===== src/rtl/spi_lane_pkg.sv =====
package spi_lane_pkg;
  timeunit 1ns;
  timeprecision 100ps;

  localparam int FRAME_W = 8;
  localparam int LEN_W   = 4;
  localparam int LANE_N  = 4;
  localparam int ACC_W   = FRAME_W + LANE_N;

  typedef struct packed {
    logic [1:0]       laneLog;
    logic [LEN_W-1:0] bitLen;
    logic             lsbFirst;
    logic             txOnly;
    logic [LEN_W-1:0] shifts;
  } cfg_t;

  typedef struct packed {
    logic load;
    logic shift;
    logic sample;
    logic finish;
    logic busy;
    logic launched;
  } stb_t;

  function automatic logic [LEN_W-1:0] normLen(input logic [LEN_W-1:0] raw);
    if (raw == '0 || int'(raw) > FRAME_W) return LEN_W'(FRAME_W);
    return raw;
  endfunction
endpackage


===== src/rtl/spi_lane_ctl.sv =====
module spi_lane_ctl
  import spi_lane_pkg::*;
(
  input  logic             clk,
  input  logic             rstN,
  input  logic [1:0]       fmtProto,
  input  logic             fmtLsbFirst,
  input  logic             fmtTxOnly,
  input  logic [LEN_W-1:0] fmtLen,
  input  logic             cpha,
  input  logic             frameStart,
  input  logic             sckLead,
  input  logic             sckTrail,
  output cfg_t             cfg,
  output stb_t             stb
);
  timeunit 1ns;
  timeprecision 100ps;

  cfg_t             cfgLive;
  logic             busy;
  logic             launched;
  logic             phaseLate;
  logic [LEN_W-1:0] cnt;
  logic [LEN_W:0]   roundUp;

  always_comb begin
    cfgLive.laneLog  = (fmtProto == 2'd1) ? 2'd1 : (fmtProto == 2'd2) ? 2'd2 : 2'd0;
    cfgLive.bitLen   = normLen(fmtLen);
    cfgLive.lsbFirst = fmtLsbFirst;
    cfgLive.txOnly   = fmtTxOnly;
    roundUp = {1'b0, cfgLive.bitLen} + (((LEN_W+1)'(1)) << cfgLive.laneLog) - (LEN_W+1)'(1);
    cfgLive.shifts   = LEN_W'(roundUp >> cfgLive.laneLog);
  end

  always_comb begin
    stb.load     = frameStart && !busy;
    stb.shift    = busy && (phaseLate ? (sckLead && launched) : sckTrail);
    stb.sample   = busy && (phaseLate ? (sckTrail && launched) : sckLead);
    stb.finish   = stb.sample && (cnt == cfg.shifts - LEN_W'(1));
    stb.busy     = busy;
    stb.launched = launched;
  end

  always_ff @(posedge clk or negedge rstN) begin
    if (!rstN) begin
      busy      <= 1'b0;
      launched  <= 1'b0;
      phaseLate <= 1'b0;
      cnt       <= '0;
      cfg       <= '0;
    end else if (stb.load) begin
      busy      <= 1'b1;
      cfg       <= cfgLive;
      phaseLate <= cpha;
      launched  <= !cpha;
      cnt       <= '0;
    end else if (busy) begin
      if (phaseLate && sckLead) launched <= 1'b1;
      if (stb.sample) cnt <= cnt + LEN_W'(1);
      if (stb.finish) begin
        busy     <= 1'b0;
        launched <= 1'b0;
      end
    end
  end


  count_bound_chk: assert property (@(posedge clk) disable iff (!rstN)
    busy |-> (cnt < cfg.shifts));


  start_ignored_chk: assert property (@(posedge clk) disable iff (!rstN)
    (busy && frameStart && !stb.finish) |=> (busy && $stable(cfg)));
endmodule


===== src/rtl/spi_lane_dp.sv =====
module spi_lane_dp
  import spi_lane_pkg::*;
(
  input  logic               clk,
  input  logic               rstN,
  input  cfg_t               cfg,
  input  stb_t               stb,
  input  logic [LEN_W-1:0]   fmtLen,
  input  logic               fmtLsbFirst,
  input  logic [FRAME_W-1:0] txWord,
  input  logic [LANE_N-1:0]  dqIn,
  output logic [LANE_N-1:0]  dqOut,
  output logic [LANE_N-1:0]  dqOe,
  output logic [FRAME_W-1:0] rxWord,
  output logic               rxPush
);
  timeunit 1ns;
  timeprecision 100ps;

  localparam int IDX_W  = $clog2(FRAME_W);
  localparam int AIDX_W = $clog2(ACC_W);

  logic [FRAME_W-1:0] sr;
  logic [FRAME_W-1:0] txAligned;
  logic [ACC_W-1:0]   acc;
  logic [ACC_W-1:0]   accNext;
  logic [ACC_W-1:0]   raw;
  logic [FRAME_W-1:0] rxNext;
  logic [LEN_W-1:0]   loadLen;
  logic [LEN_W+1:0]   span;
  logic [LEN_W+1:0]   drop;
  logic [2:0]         nLanes;

  assign nLanes = 3'(1) << cfg.laneLog;

  // Transmit word is reordered at load so the first frame bit sits on top.
  always_comb begin
    loadLen   = normLen(fmtLen);
    txAligned = '0;
    for (int i = 0; i < FRAME_W; i++) begin
      if (i < int'(loadLen)) begin
        if (fmtLsbFirst) txAligned[FRAME_W-1-i] = txWord[IDX_W'(i)];
        else txAligned[FRAME_W-1-i] = txWord[IDX_W'(int'(loadLen) - 1 - i)];
      end
    end
  end

  always_comb begin
    dqOut = '0;
    for (int k = 0; k < LANE_N; k++) begin
      if (stb.busy && stb.launched && k < int'(nLanes))
        dqOut[k] = sr[IDX_W'(FRAME_W - int'(nLanes) + k)];
    end
  end

  always_comb begin
    dqOe = '0;
    if (stb.busy) begin
      if (cfg.laneLog == 2'd0) dqOe = 4'b0001;
      else if (cfg.txOnly) dqOe = LANE_N'((5'd1 << nLanes) - 5'd1);
    end
  end

  always_comb begin
    case (cfg.laneLog)
      2'd1:    accNext = {acc[ACC_W-3:0], dqIn[1:0]};
      2'd2:    accNext = {acc[ACC_W-LANE_N-1:0], dqIn};
      default: accNext = {acc[ACC_W-2:0], dqIn[1]};
    endcase
    span = {2'b00, cfg.shifts} << cfg.laneLog;
    drop = span - {2'b00, cfg.bitLen};
    raw  = accNext >> drop;
    rxNext = '0;
    for (int i = 0; i < FRAME_W; i++) begin
      if (i < int'(cfg.bitLen)) begin
        if (cfg.lsbFirst) rxNext[i] = raw[AIDX_W'(int'(cfg.bitLen) - 1 - i)];
        else rxNext[i] = raw[AIDX_W'(i)];
      end
    end
  end

  always_ff @(posedge clk or negedge rstN) begin
    if (!rstN) begin
      sr     <= '0;
      acc    <= '0;
      rxWord <= '0;
      rxPush <= 1'b0;
    end else begin
      rxPush <= 1'b0;
      if (stb.load) begin
        sr  <= txAligned;
        acc <= '0;
      end else begin
        if (stb.shift) sr <= sr << nLanes;
        if (stb.sample) acc <= accNext;
        if (stb.finish && !cfg.txOnly) begin
          rxWord <= rxNext;
          rxPush <= 1'b1;
        end
      end
    end
  end


  rx_single_pulse_chk: assert property (@(posedge clk) disable iff (!rstN)
    rxPush |=> !rxPush);


  txonly_no_push_chk: assert property (@(posedge clk) disable iff (!rstN)
    rxPush |-> (!cfg.txOnly && !stb.busy));
endmodule


===== src/rtl/spi_lane_shifter.sv =====
module spi_lane_shifter
  import spi_lane_pkg::*;
(
  input  logic               clk,
  input  logic               rstN,
  input  logic [1:0]         fmtProto,
  input  logic               fmtLsbFirst,
  input  logic               fmtTxOnly,
  input  logic [LEN_W-1:0]   fmtLen,
  input  logic               cpha,
  input  logic [FRAME_W-1:0] txWord,
  input  logic               frameStart,
  input  logic               sckLead,
  input  logic               sckTrail,
  input  logic [LANE_N-1:0]  dqIn,
  output logic [LANE_N-1:0]  dqOut,
  output logic [LANE_N-1:0]  dqOe,
  output logic [FRAME_W-1:0] rxWord,
  output logic               rxPush,
  output logic               busy
);
  timeunit 1ns;
  timeprecision 100ps;

  cfg_t cfg;
  stb_t stb;

  spi_lane_ctl uCtl (
    .clk(clk), .rstN(rstN), .fmtProto(fmtProto), .fmtLsbFirst(fmtLsbFirst),
    .fmtTxOnly(fmtTxOnly), .fmtLen(fmtLen), .cpha(cpha), .frameStart(frameStart),
    .sckLead(sckLead), .sckTrail(sckTrail), .cfg(cfg), .stb(stb)
  );

  spi_lane_dp uDp (
    .clk(clk), .rstN(rstN), .cfg(cfg), .stb(stb), .fmtLen(fmtLen),
    .fmtLsbFirst(fmtLsbFirst), .txWord(txWord), .dqIn(dqIn), .dqOut(dqOut),
    .dqOe(dqOe), .rxWord(rxWord), .rxPush(rxPush)
  );

  assign busy = stb.busy;


  idle_quiet_chk: assert property (@(posedge clk) disable iff (!rstN)
    $fell(busy) |-> (dqOe == '0 && dqOut == '0));
endmodule


===== config.mk =====
export PLATFORM = sky130hd
export DESIGN_NAME = spi_lane_shifter
export DESIGN_NICKNAME = d
export VERILOG_FILES = /design/src/rtl/spi_lane_pkg.sv /design/src/rtl/spi_lane_ctl.sv /design/src/rtl/spi_lane_dp.sv /design/src/rtl/spi_lane_shifter.sv
export SDC_FILE = /design/constraint.sdc
export NUM_CORES = 1
export LEC_CHECK = 0
export BUFFER_PORTS_ARGS = -buffer_cell sky130_fd_sc_hd__buf_2
export CAP_MARGIN = 10
export CORE_MARGIN = 3
export CORE_UTILIZATION = 35
export CTS_BUF_LIST = sky130_fd_sc_hd__clkbuf_16
export CTS_CLUSTER_DIAMETER = 30
export CTS_CLUSTER_SIZE = 10
export DETAILED_ROUTE_END_ITERATION = 12
export SLEW_MARGIN = 10
export SYNTH_ARGS = -nofsm -noshare
export SYNTH_HDL_FRONTEND = slang
export SYNTH_SLANG_ARGS = --single-unit

===== constraint.sdc =====
create_clock -name clk -period 4.9 [get_ports clk]
set_clock_uncertainty 0.15 [all_clocks]
set_input_delay 0 -clock clk [delete_from_list [all_inputs] [get_ports clk]]
set_output_delay 0 -clock clk [all_outputs]
set_load 0.01 [all_outputs]

==> results of run 1 <==
==> flip-flops by register name, summed over array words and instances, names as in the netlist <==
signal / flops
uCtl.launched: 1
uDp.rxPush: 1
uDp.rxWord: 8
uDp.sr: 8
uCtl.busy: 1
uDp.acc: 11
uCtl.phaseLate: 1
uCtl.cnt: 4
uCtl.cfg: 12
==> synthesized netlist by cell type (10+ instances only) <==
library cell / count / area (um^2)
a22oi_1: 11 / 82.6
a211oi_1: 12 / 90.1
mux4_2: 15 / 338
xnor2_1: 15 / 131
nand3_1: 28 / 140
nor2_1: 42 / 158
ha_1: 34 / 425
o211ai_1: 10 / 75.1
nor2b_1: 10 / 62.6
inv_1: 37 / 139
mux2i_1: 45 / 450
dfrtp_1: 47 / 1180
a21oi_1: 46 / 230
o21ai_0: 57 / 285
nor3_1: 16 / 80.1
a22o_1: 14 / 123
nand2_1: 58 / 218
clkbuf_1: 31 / 116
==> metal layers <==
| layer | track usage | vias up | wire length, um |
|---|---|---|---|
| li1 | - | 2573 | - |
| met1 | 0.246 | 2604 | 7420 |
| met2 | 0.297 | 185 | 7640 |
| met3 | 0.0294 | 19 | 837 |
| met4 | 0.0491 | 0 | 223 |
| met5 | 0 | - | 0 |
==> path summary, 6_finish.rpt <==
kind	end	slack [ns]	from	depth (start not counted)
worst min register to register	uDp.rxWord[2]	0.33	uDp.rxWord[2]	2
worst max-delay path	uDp.rxWord[5]	0.47	uCtl.cfg[10]	9
worst max register to register	uDp.rxWord[5]	0.47	uCtl.cfg[10]	9
max in group asynchronous	uDp.rxWord[2]	3.95	rstN	3
min in group asynchronous	uDp.sr[3]	0.20	rstN	3
worst min-delay path	uDp.acc[2]	0.02	dqIn[2]	4
==> through the flow <==
stage	hold WS (ns)	std cells	cell area, um^2
2_1_floorplan	-0.446	682	5580
3_3_place_gp	0.0212	901	5930
3_5_place_dp	0.0257	901	5930
4_1_cts	0.0241	918	6180
5_1_grt	0.0861	918	6180
6_report	0.0218	918	6180
==> critical path, stage by stage, from the launching register on <==
cell and delay, ns:
dfrtp_1 0.68, inv_1 0.25, ha_1 0.95, mux4_2 0.64, mux2i_1 0.27, o32ai_1 0.13, a22o_1 0.27, mux4_2 0.51
o211a_1 0.23, a211o_1 0.23
==> logic make-up after synthesis <==
group,Yosys count
AOI/OAI and AO/OA,217
and+or+nand+nor,201
buffers and inverters,88
muxes,69
DFF,47
adders and majority gates,36
xor gates and xnor gates,24
==> placed cells by master, fill, tap and decap left out, drive strengths merged, types with 5 or more instances in the layout <==
master       netlist  layout
nand2             59      59
o21ai             57      57
buf               17      56
dfrtp             47      47
a21oi             47      47
mux2i             45      45
nor2              43      43
inv               38      41
ha                34      34
nand3             28      28
nor3              16      16
xnor2             15      15
mux4              15      15
a22o              14      14
a211oi            12      12
a22oi             12      12
nor2b             10      10
o211ai            10      10
nand2b             9       9
xor2               9       9
dlygate4sd3        0       9
mux2               9       9
o2111ai            8       8
a31oi              7       7
nand4              6       6
or3                6       6
o31ai              6       6
a21o               6       6
and2               5       5
or2                5       5
clkbuf            31       5
a221oi             5       5
==> area by class of cell <==
cell class / instances / area share
Clock buffer: 5 / 0.0203
Inverter: 40 / 0.0243
Multi-Input combinational cell: 547 / 0.652
Clock inverter: 3 / 0.00466
Timing Repair Buffer: 65 / 0.0652
Sequential cell: 47 / 0.190
Tap cell: 211 / 0.0427
==> impl_metrics.tcl, run 1 <==
set metrics [dict create \
    status "finished, final reports clean" \
    post_cts.repair.setup_buffers 0 \
    drt_iter0_markers 601 \
    syn_inst 682 \
    postSynthAreaPerCell_um2 8.17 \
    synth_compound_area_frac 0.268 \
    grt_max_degree 48 \
    drv_cap 0 \
    grtUsageTotal 0.180 \
    io_buffers 43 \
    layout-drive-gt1-share 0.149 \
    fin_nets 768 \
    fin_ws_ns 0.469 \
    rsz0062_at_grt "false" \
    synth_area_mm2 0.00558 \
    worst_slew_pin_slew_ns 0.959 \
    cts_tree "done" \
    post-place-ws_ns 0.525 \
    area_delta_synth_final_pct 10.8 \
    yosys_register_bits 47 \
    crit_type "reg -> reg" \
    clock_path_buffers 2 \
    ff_latch_area_mm2 0.00118 \
    antenna_found_initial 0 \
    dpl.hpwl_mm 12.0 \
    start_util 0.363 \
    fillers 1538 \
    fin_crit_sh 0.904 \
    final_util 0.402 \
    synth_mux_area_frac 0.160 \
    die_w_um 132 \
    synth_cell_types 73 \
    synth_simple_gate_area_frac 0.174 \
    grt_pass1_vias 5254 \
    min_period_ns 4.43 \
    min_path_type "in -> reg" \
    cts.sinks 47 \
    antennaDiodeCount 0 \
    synthXorXnorAreaFrac 0.0377 \
    fin_tns_setup_ns 0 \
    synthesis.nets 744 \
    ys_warn_count 0 \
    arrival_ns 4.47 \
    synth_ff_type "dfrtp_1" \
    cp-start-kind "flop" \
    worstSetupEndpointType "flop" \
    cts_hold_buf 9 \
    grt_overflow 0 \
    critPathMaxFanout 23 \
    rows 45 \
    finalWirelength_mm 16.1 \
    max_freq_mhz 226 \
    synth_enable_flop_cells 0 \
    clockRootBuffer "clkbuf_16" \
    die_y_um 132 \
    cts_resized 0 \
    first_pass_iters 6 \
    ant_nets 0 \
    drv_slew 0 \
    hold_violations 0 \
    cts_max_level 2 \
    multiInputGateArea_mm2 0.00403 \
    core_area_mm2 0.0154 \
    wl_per_cell_um 17.6 \
    finalSetupViolations 0 \
    async_reset_ff_frac 1.00 \
    die_area_mm2 0.0175 \
    io_pins 44 \
    clock_latency_ns 0.31 \
    grt_pass1_wl_mm 26.4 \
    cp.required_ns 4.94 \
    drc 0 \
    place.gp.congestion 0.934 \
    avgViaCountPerCell 5.86 \
    cts_buffers 5 \
    clkTransAtPathRegs_ns 0.08 \
    synth_top_family_by_area "compound AO/OA/AOI/OAI gates" \
    slew_headroom 0.361 \
    ys_seq_area_frac 0.211 \
    vias 5381 \
    yosys.area_share.adder 0.0835 \
]
Power of run 1 is not shown: default switching activity piles up to over one toggle a cycle in this logic, so the estimate is an artifact.
==> run 2, diff against run 1 <==
--- a/config.mk
+++ b/config.mk
@@ -13,6 +13,7 @@
 export CTS_CLUSTER_DIAMETER = 30
 export CTS_CLUSTER_SIZE = 10
 export DETAILED_ROUTE_END_ITERATION = 12
+export GPL_TIMING_DRIVEN = 0
 export SLEW_MARGIN = 10
 export SYNTH_ARGS = -nofsm -noshare
 export SYNTH_HDL_FRONTEND = slang
==> constraint.sdc (replaced) <==
create_clock -name clk -period 4.9 [get_ports clk]
set_clock_uncertainty 0.15 [all_clocks]
set_input_delay 0.49 -clock clk [delete_from_list [all_inputs] [get_ports clk]]
set_output_delay 0.49 -clock clk [all_outputs]
set_load 0.01 [all_outputs]
==> impl_metrics.tcl, run 2 (synthesis gave the netlist of run 1 again) <==
set metrics [dict create \
    start_util 0.363 \
    post_dp_cell_area_mm2 0.00605 \
    finalSetupViolations 0 \
    min_path_type "in -> async" \
    hold_violations 0 \
    cts_buffers 5 \
    ant_nets 0 \
    fin_cells 943 \
    drt_iter0_markers 396 \
    slew_headroom 0.451 \
    die_w_um 132 \
    drc 0 \
    largestRegisters "uCtl.cfg: 12 flops, uDp.acc: 11 flops" \
    die_y_um 132 \
    clock_path_buffers 2 \
    wl_per_cell_um 17.5 \
    grtUsageTotal 0.187 \
    core_area_mm2 0.0154 \
    clkTransAtPathRegs_ns 0.07 \
    fin_nets 793 \
    cts_tree "done" \
    die_area_mm2 0.0175 \
    drv_slew 0 \
    drv_cap 0 \
    fin_tns_setup_ns 0 \
    rows 45 \
    antenna_found_initial 0 \
    hold_ws_ns 0.0447 \
    cp-start-kind "flop" \
    finalWirelength_mm 16.5 \
    cp_cell_sequence "buf_2, inv_1, nand3_1, ha_1, inv_1, fa_1, xor2_1, clkbuf_1, nand2_1, o22ai_1, nor3_1, nand2_1, a21oi_1, mux4_2, o211a_1, a211o_1" \
    io_buffers 42 \
    placedCellCount 935 \
    post_cts.repair.setup_buffers 0 \
    min_period_ns 4.45 \
    worstSetupEndpointType "flop" \
    cts_max_level 2 \
    vias 5421 \
    io_pins 44 \
    rsz0062_at_grt "false" \
    crit_start "uCtl.cfg[10]" \
    mostFrequentLayoutCells "nand2_1 (58), o21ai_0 (57), buf_2 (50)" \
    avgViaCountPerCell 5.75 \
    area_delta_synth_final_pct 11.6 \
    place.gp.congestion 0.916 \
    layout-drive-gt1-share 0.142 \
    arrival_ns 4.50 \
    cp_slowest_stage_delay_ns 0.51 \
    grt_pass1_vias 5110 \
    crit_type "reg -> reg" \
    max_freq_mhz 225 \
    grt_max_degree 48 \
    final_area_mm2 0.00622 \
    cts_resized 0 \
    grt_overflow 0 \
    final_common_cell "nand2_1" \
    grt_pass1_wl_mm 26.9 \
    fin_crit_sh 0.908 \
    top_register "uCtl.cfg" \
    clock_latency_ns 0.31 \
    status "finished, final reports clean" \
    slowest_stage "dfrtp_1" \
    critPathMaxFanout 10 \
    r2r-start "uCtl.cfg[10]" \
    first_pass_iters 5 \
    cp.required_ns 4.95 \
    largest_reg_flops 12 \
    cts_hold_buf 0 \
    antennaDiodeCount 0 \
    clockRootBuffer "clkbuf_16" \
    cts.sinks 47 \
    worst_slew_pin_slew_ns 0.818 \
    dpl.hpwl_mm 12.7 \
]
[run 2: cell count changes in the layout (fill, tap and decap cells not counted), sizes merged]
cell	change
clkbuf	+31
inv	-2
dlygate4sd3	-9
clkinvlp	+1
buf	+3
bufinv	+1
[run 2: worst max-delay path: cells and delay by family, from the launching register on]
kind,cells,cell delay (ns)
xor gates and xnor gates,1,0.40
muxes,1,0.51
and+or+nand+nor,4,0.46
AOI/OAI and AO/OA,4,0.75
DFF,1,0.51
adders and majority gates,2,0.63
buffers and inverters,4,0.92
[run 2: area by class of cell]
type | instances | area (um^2)
tap | 211 | 264
timing repair buffer | 42 | 213
sequential | 47 | 1180
inverter | 40 | 150
fill | 1601 | 9150
multi-input combinational | 547 | 4030
clock buffer | 5 | 125
buffer | 48 | 218
clock inverter | 3 | 46.3
[run 2: routing by layer]
metal	part of all wire	global-route usage
met1	0.46	0.260
met2	0.47	0.312
met3	0.054	0.0313
met4	0.011	0.0341
met5	0	0
[run 2: stage by stage]
stage	utilization	setup slack [ns]
5_1_grt	0.405	0.172
3_3_place_gp	0.394	0.494
3_5_place_dp	0.394	0.472
6_report	0.405	0.452
2_1_floorplan	-	1.19
4_1_cts	0.405	0.458
[run 2: final timing paths]
kind,end,depth (start not counted),slack [ns]
min in group clk,uCtl.phaseLate,3,0.23
setup / recovery,uDp.rxWord[5],16,0.45
hold / removal,uDp.acc[9],1,0.04
max in group asynchronous,uDp.rxWord[6],1,4.10
setup reg to reg,uDp.rxWord[5],16,0.45
hold reg to reg,uDp.rxWord[2],2,0.33
Power of run 2 is left out for the same reason.
==> run 3, diff against run 2 <==
--- a/config.mk
+++ b/config.mk
@@ -7,7 +7,7 @@
 export LEC_CHECK = 0
 export BUFFER_PORTS_ARGS = -buffer_cell sky130_fd_sc_hd__buf_2
 export CAP_MARGIN = 10
-export CORE_MARGIN = 3
+export CORE_ASPECT_RATIO = 0.6
 export CORE_UTILIZATION = 35
 export CTS_BUF_LIST = sky130_fd_sc_hd__clkbuf_16
 export CTS_CLUSTER_DIAMETER = 30
==> impl_metrics.tcl, run 3 (synthesis gave the netlist of run 1 again) <==
set metrics [dict create \
    multiInputGateArea_mm2 0.00403 \
    worst_slew_pin_slew_ns 0.960 \
    r2r-start "uCtl.cfg[10]" \
    cp.depth 13 \
    fin_tns_setup_ns 0 \
    cp_slowest_stage_delay_ns 0.57 \
    endpoint "uDp.rxWord[1]" \
    critical_path.top_delay_family "compound AO/OA/AOI/OAI gates" \
    core_area_mm2 0.0155 \
    status "finished, final reports clean" \
    fin_nets 793 \
    area_delta_synth_final_pct 11.0 \
    clock_path_buffers 2 \
    avgViaCountPerCell 5.90 \
    finalSetupViolations 0 \
    grt_overflow 0 \
    cp.required_ns 4.97 \
    cts_buffers 5 \
    grtUsageMet3 0.0488 \
    dpl.hpwl_mm 13.5 \
    drt_iter0_markers 539 \
    post_cts.repair.setup_buffers 0 \
    grt_max_degree 48 \
    clockRootBuffer "clkbuf_16" \
    grt_busiest_layer "met1" \
    slowest_stage "o21ai_0" \
    rows 35 \
    fin_crit_sh 0.951 \
    io_pins 44 \
    top_register "uCtl.cfg" \
    grtUsageTotal 0.212 \
    min_period_ns 4.66 \
    final_common_cell "nand2_1" \
    first_pass_iters 7 \
    largest_reg_flops 12 \
    clock_latency_ns 0.30 \
    cts_max_level 2 \
    ff2ff_setup_slack_ns 0.24 \
    grtUsageMet1 0.359 \
    grtUsageMet2 0.261 \
    arrival_ns 4.73 \
    start_util 0.361 \
    mostFrequentLayoutCells "nand2_1 (58), o21ai_0 (57), buf_2 (50)" \
    grt_pass1_wl_mm 27.1 \
    hold_violations 0 \
    drc 0 \
    fillers 1582 \
    critPathMaxFanout 10 \
    cp-start-kind "flop" \
    io_buffers 42 \
    place.gp.congestion 0.928 \
    clkTransAtPathRegs_ns 0.07 \
    crit_type "reg -> reg" \
    vias 5516 \
    layout-drive-gt1-share 0.142 \
    cts.sinks 47 \
    ff_latch_area_mm2 0.00118 \
    drv_cap 0 \
    cp_cell_sequence "buf_2, inv_1, nand3_1, ha_1, inv_1, fa_1, xor2_1, mux4_2, o21ai_0, a22oi_1, mux2_2, o311a_1, a22oi_1" \
    grt_pass1_vias 4857 \
    largestRegisters "uCtl.cfg: 12 flops, uDp.acc: 11 flops" \
    die_w_um 165 \
    drv_slew 0 \
    wl_per_cell_um 18.2 \
    min_path_type "in -> async" \
    max_freq_mhz 214 \
    r2r-end "uDp.rxWord[1]" \
    rsz0062_at_grt "false" \
    slew_headroom 0.356 \
    crit_start "uCtl.cfg[10]" \
    die_y_um 99.8 \
    finalWirelength_mm 17.0 \
    antenna_found_initial 0 \
    ant_nets 0 \
    antennaDiodeCount 0 \
    die_area_mm2 0.0165 \
    worstSetupEndpointType "flop" \
    reg2regPathDepth 13 \
    cts_tree "done" \
    path_buf_inv 3 \
]
==> run 3: cell count changes in the layout (fill, tap and decap cells not counted), sizes merged <==
cell	delta
bufinv	-1
clkinv	+2
clkinvlp	-1
==> run 3: layout make-up <==
| cell class | count | area share |
|---|---|---|
| plain buffers | 48 | 0.0354 |
| clock buffers | 5 | 0.0202 |
| clock inverters | 3 | 0.00283 |
| inverters | 40 | 0.0243 |
| multi-input cells | 547 | 0.652 |
| flip-flops and latches | 47 | 0.190 |
| well taps | 203 | 0.0411 |
| repair buffers | 42 | 0.0344 |
==> run 3: worst min-delay path by stage <==
stage,to,slack (ns),cells after the start
after global placement,uDp.rxWord[2],0.32,2
after detailed placement,uDp.rxWord[2],0.33,2
after global routing,uDp.sr[5],0.11,1
final,uDp.sr[5],0.05,1
after floorplan,uCtl.busy,0.04,0
after CTS,uCtl.cfg[4],0.23,3
==> run 3: what timing repair did <==
action	4_1_cts	5_1_grt
gates resized for setup	0	2
setup endpoints to repair	0	3
hold buffers	0	0
==> run 3: per-layer routing <==
metal / share of wire / up-vias
li1: - / 2631
met2: 0.36 / 242
met5: 0 / -
met3: 0.098 / 8
met4: 0.0055 / 0
met1: 0.54 / 2635
==> run 3: worst reg2reg max path: stages, from the launching register on <==
cell     delay [ns]
dfrtp_1        0.52
buf_2          0.29
inv_1          0.17
nand3_1        0.11
ha_1           0.18
inv_1          0.06
fa_1           0.45
xor2_1         0.48
mux4_2         0.42
o21ai_0        0.57
a22oi_1        0.31
mux2_2         0.36
o311a_1        0.33
a22oi_1        0.18
==> run 3: stage by stage <==
stage                      util  cell area [um^2]  setup slack [ns]  std cells  hold slack (ns)
after global placement    0.391              6040             0.287        927            0.324
after detailed placement  0.391              6040             0.351        927            0.329
final                     0.400              6190             0.238        935           0.0481
after CTS                 0.400              6180             0.321        935            0.231
after global routing      0.400              6190           0.00840        935            0.108
after floorplan               -              5580              1.19        682           0.0444
Power of run 3 is left out for the same reason.
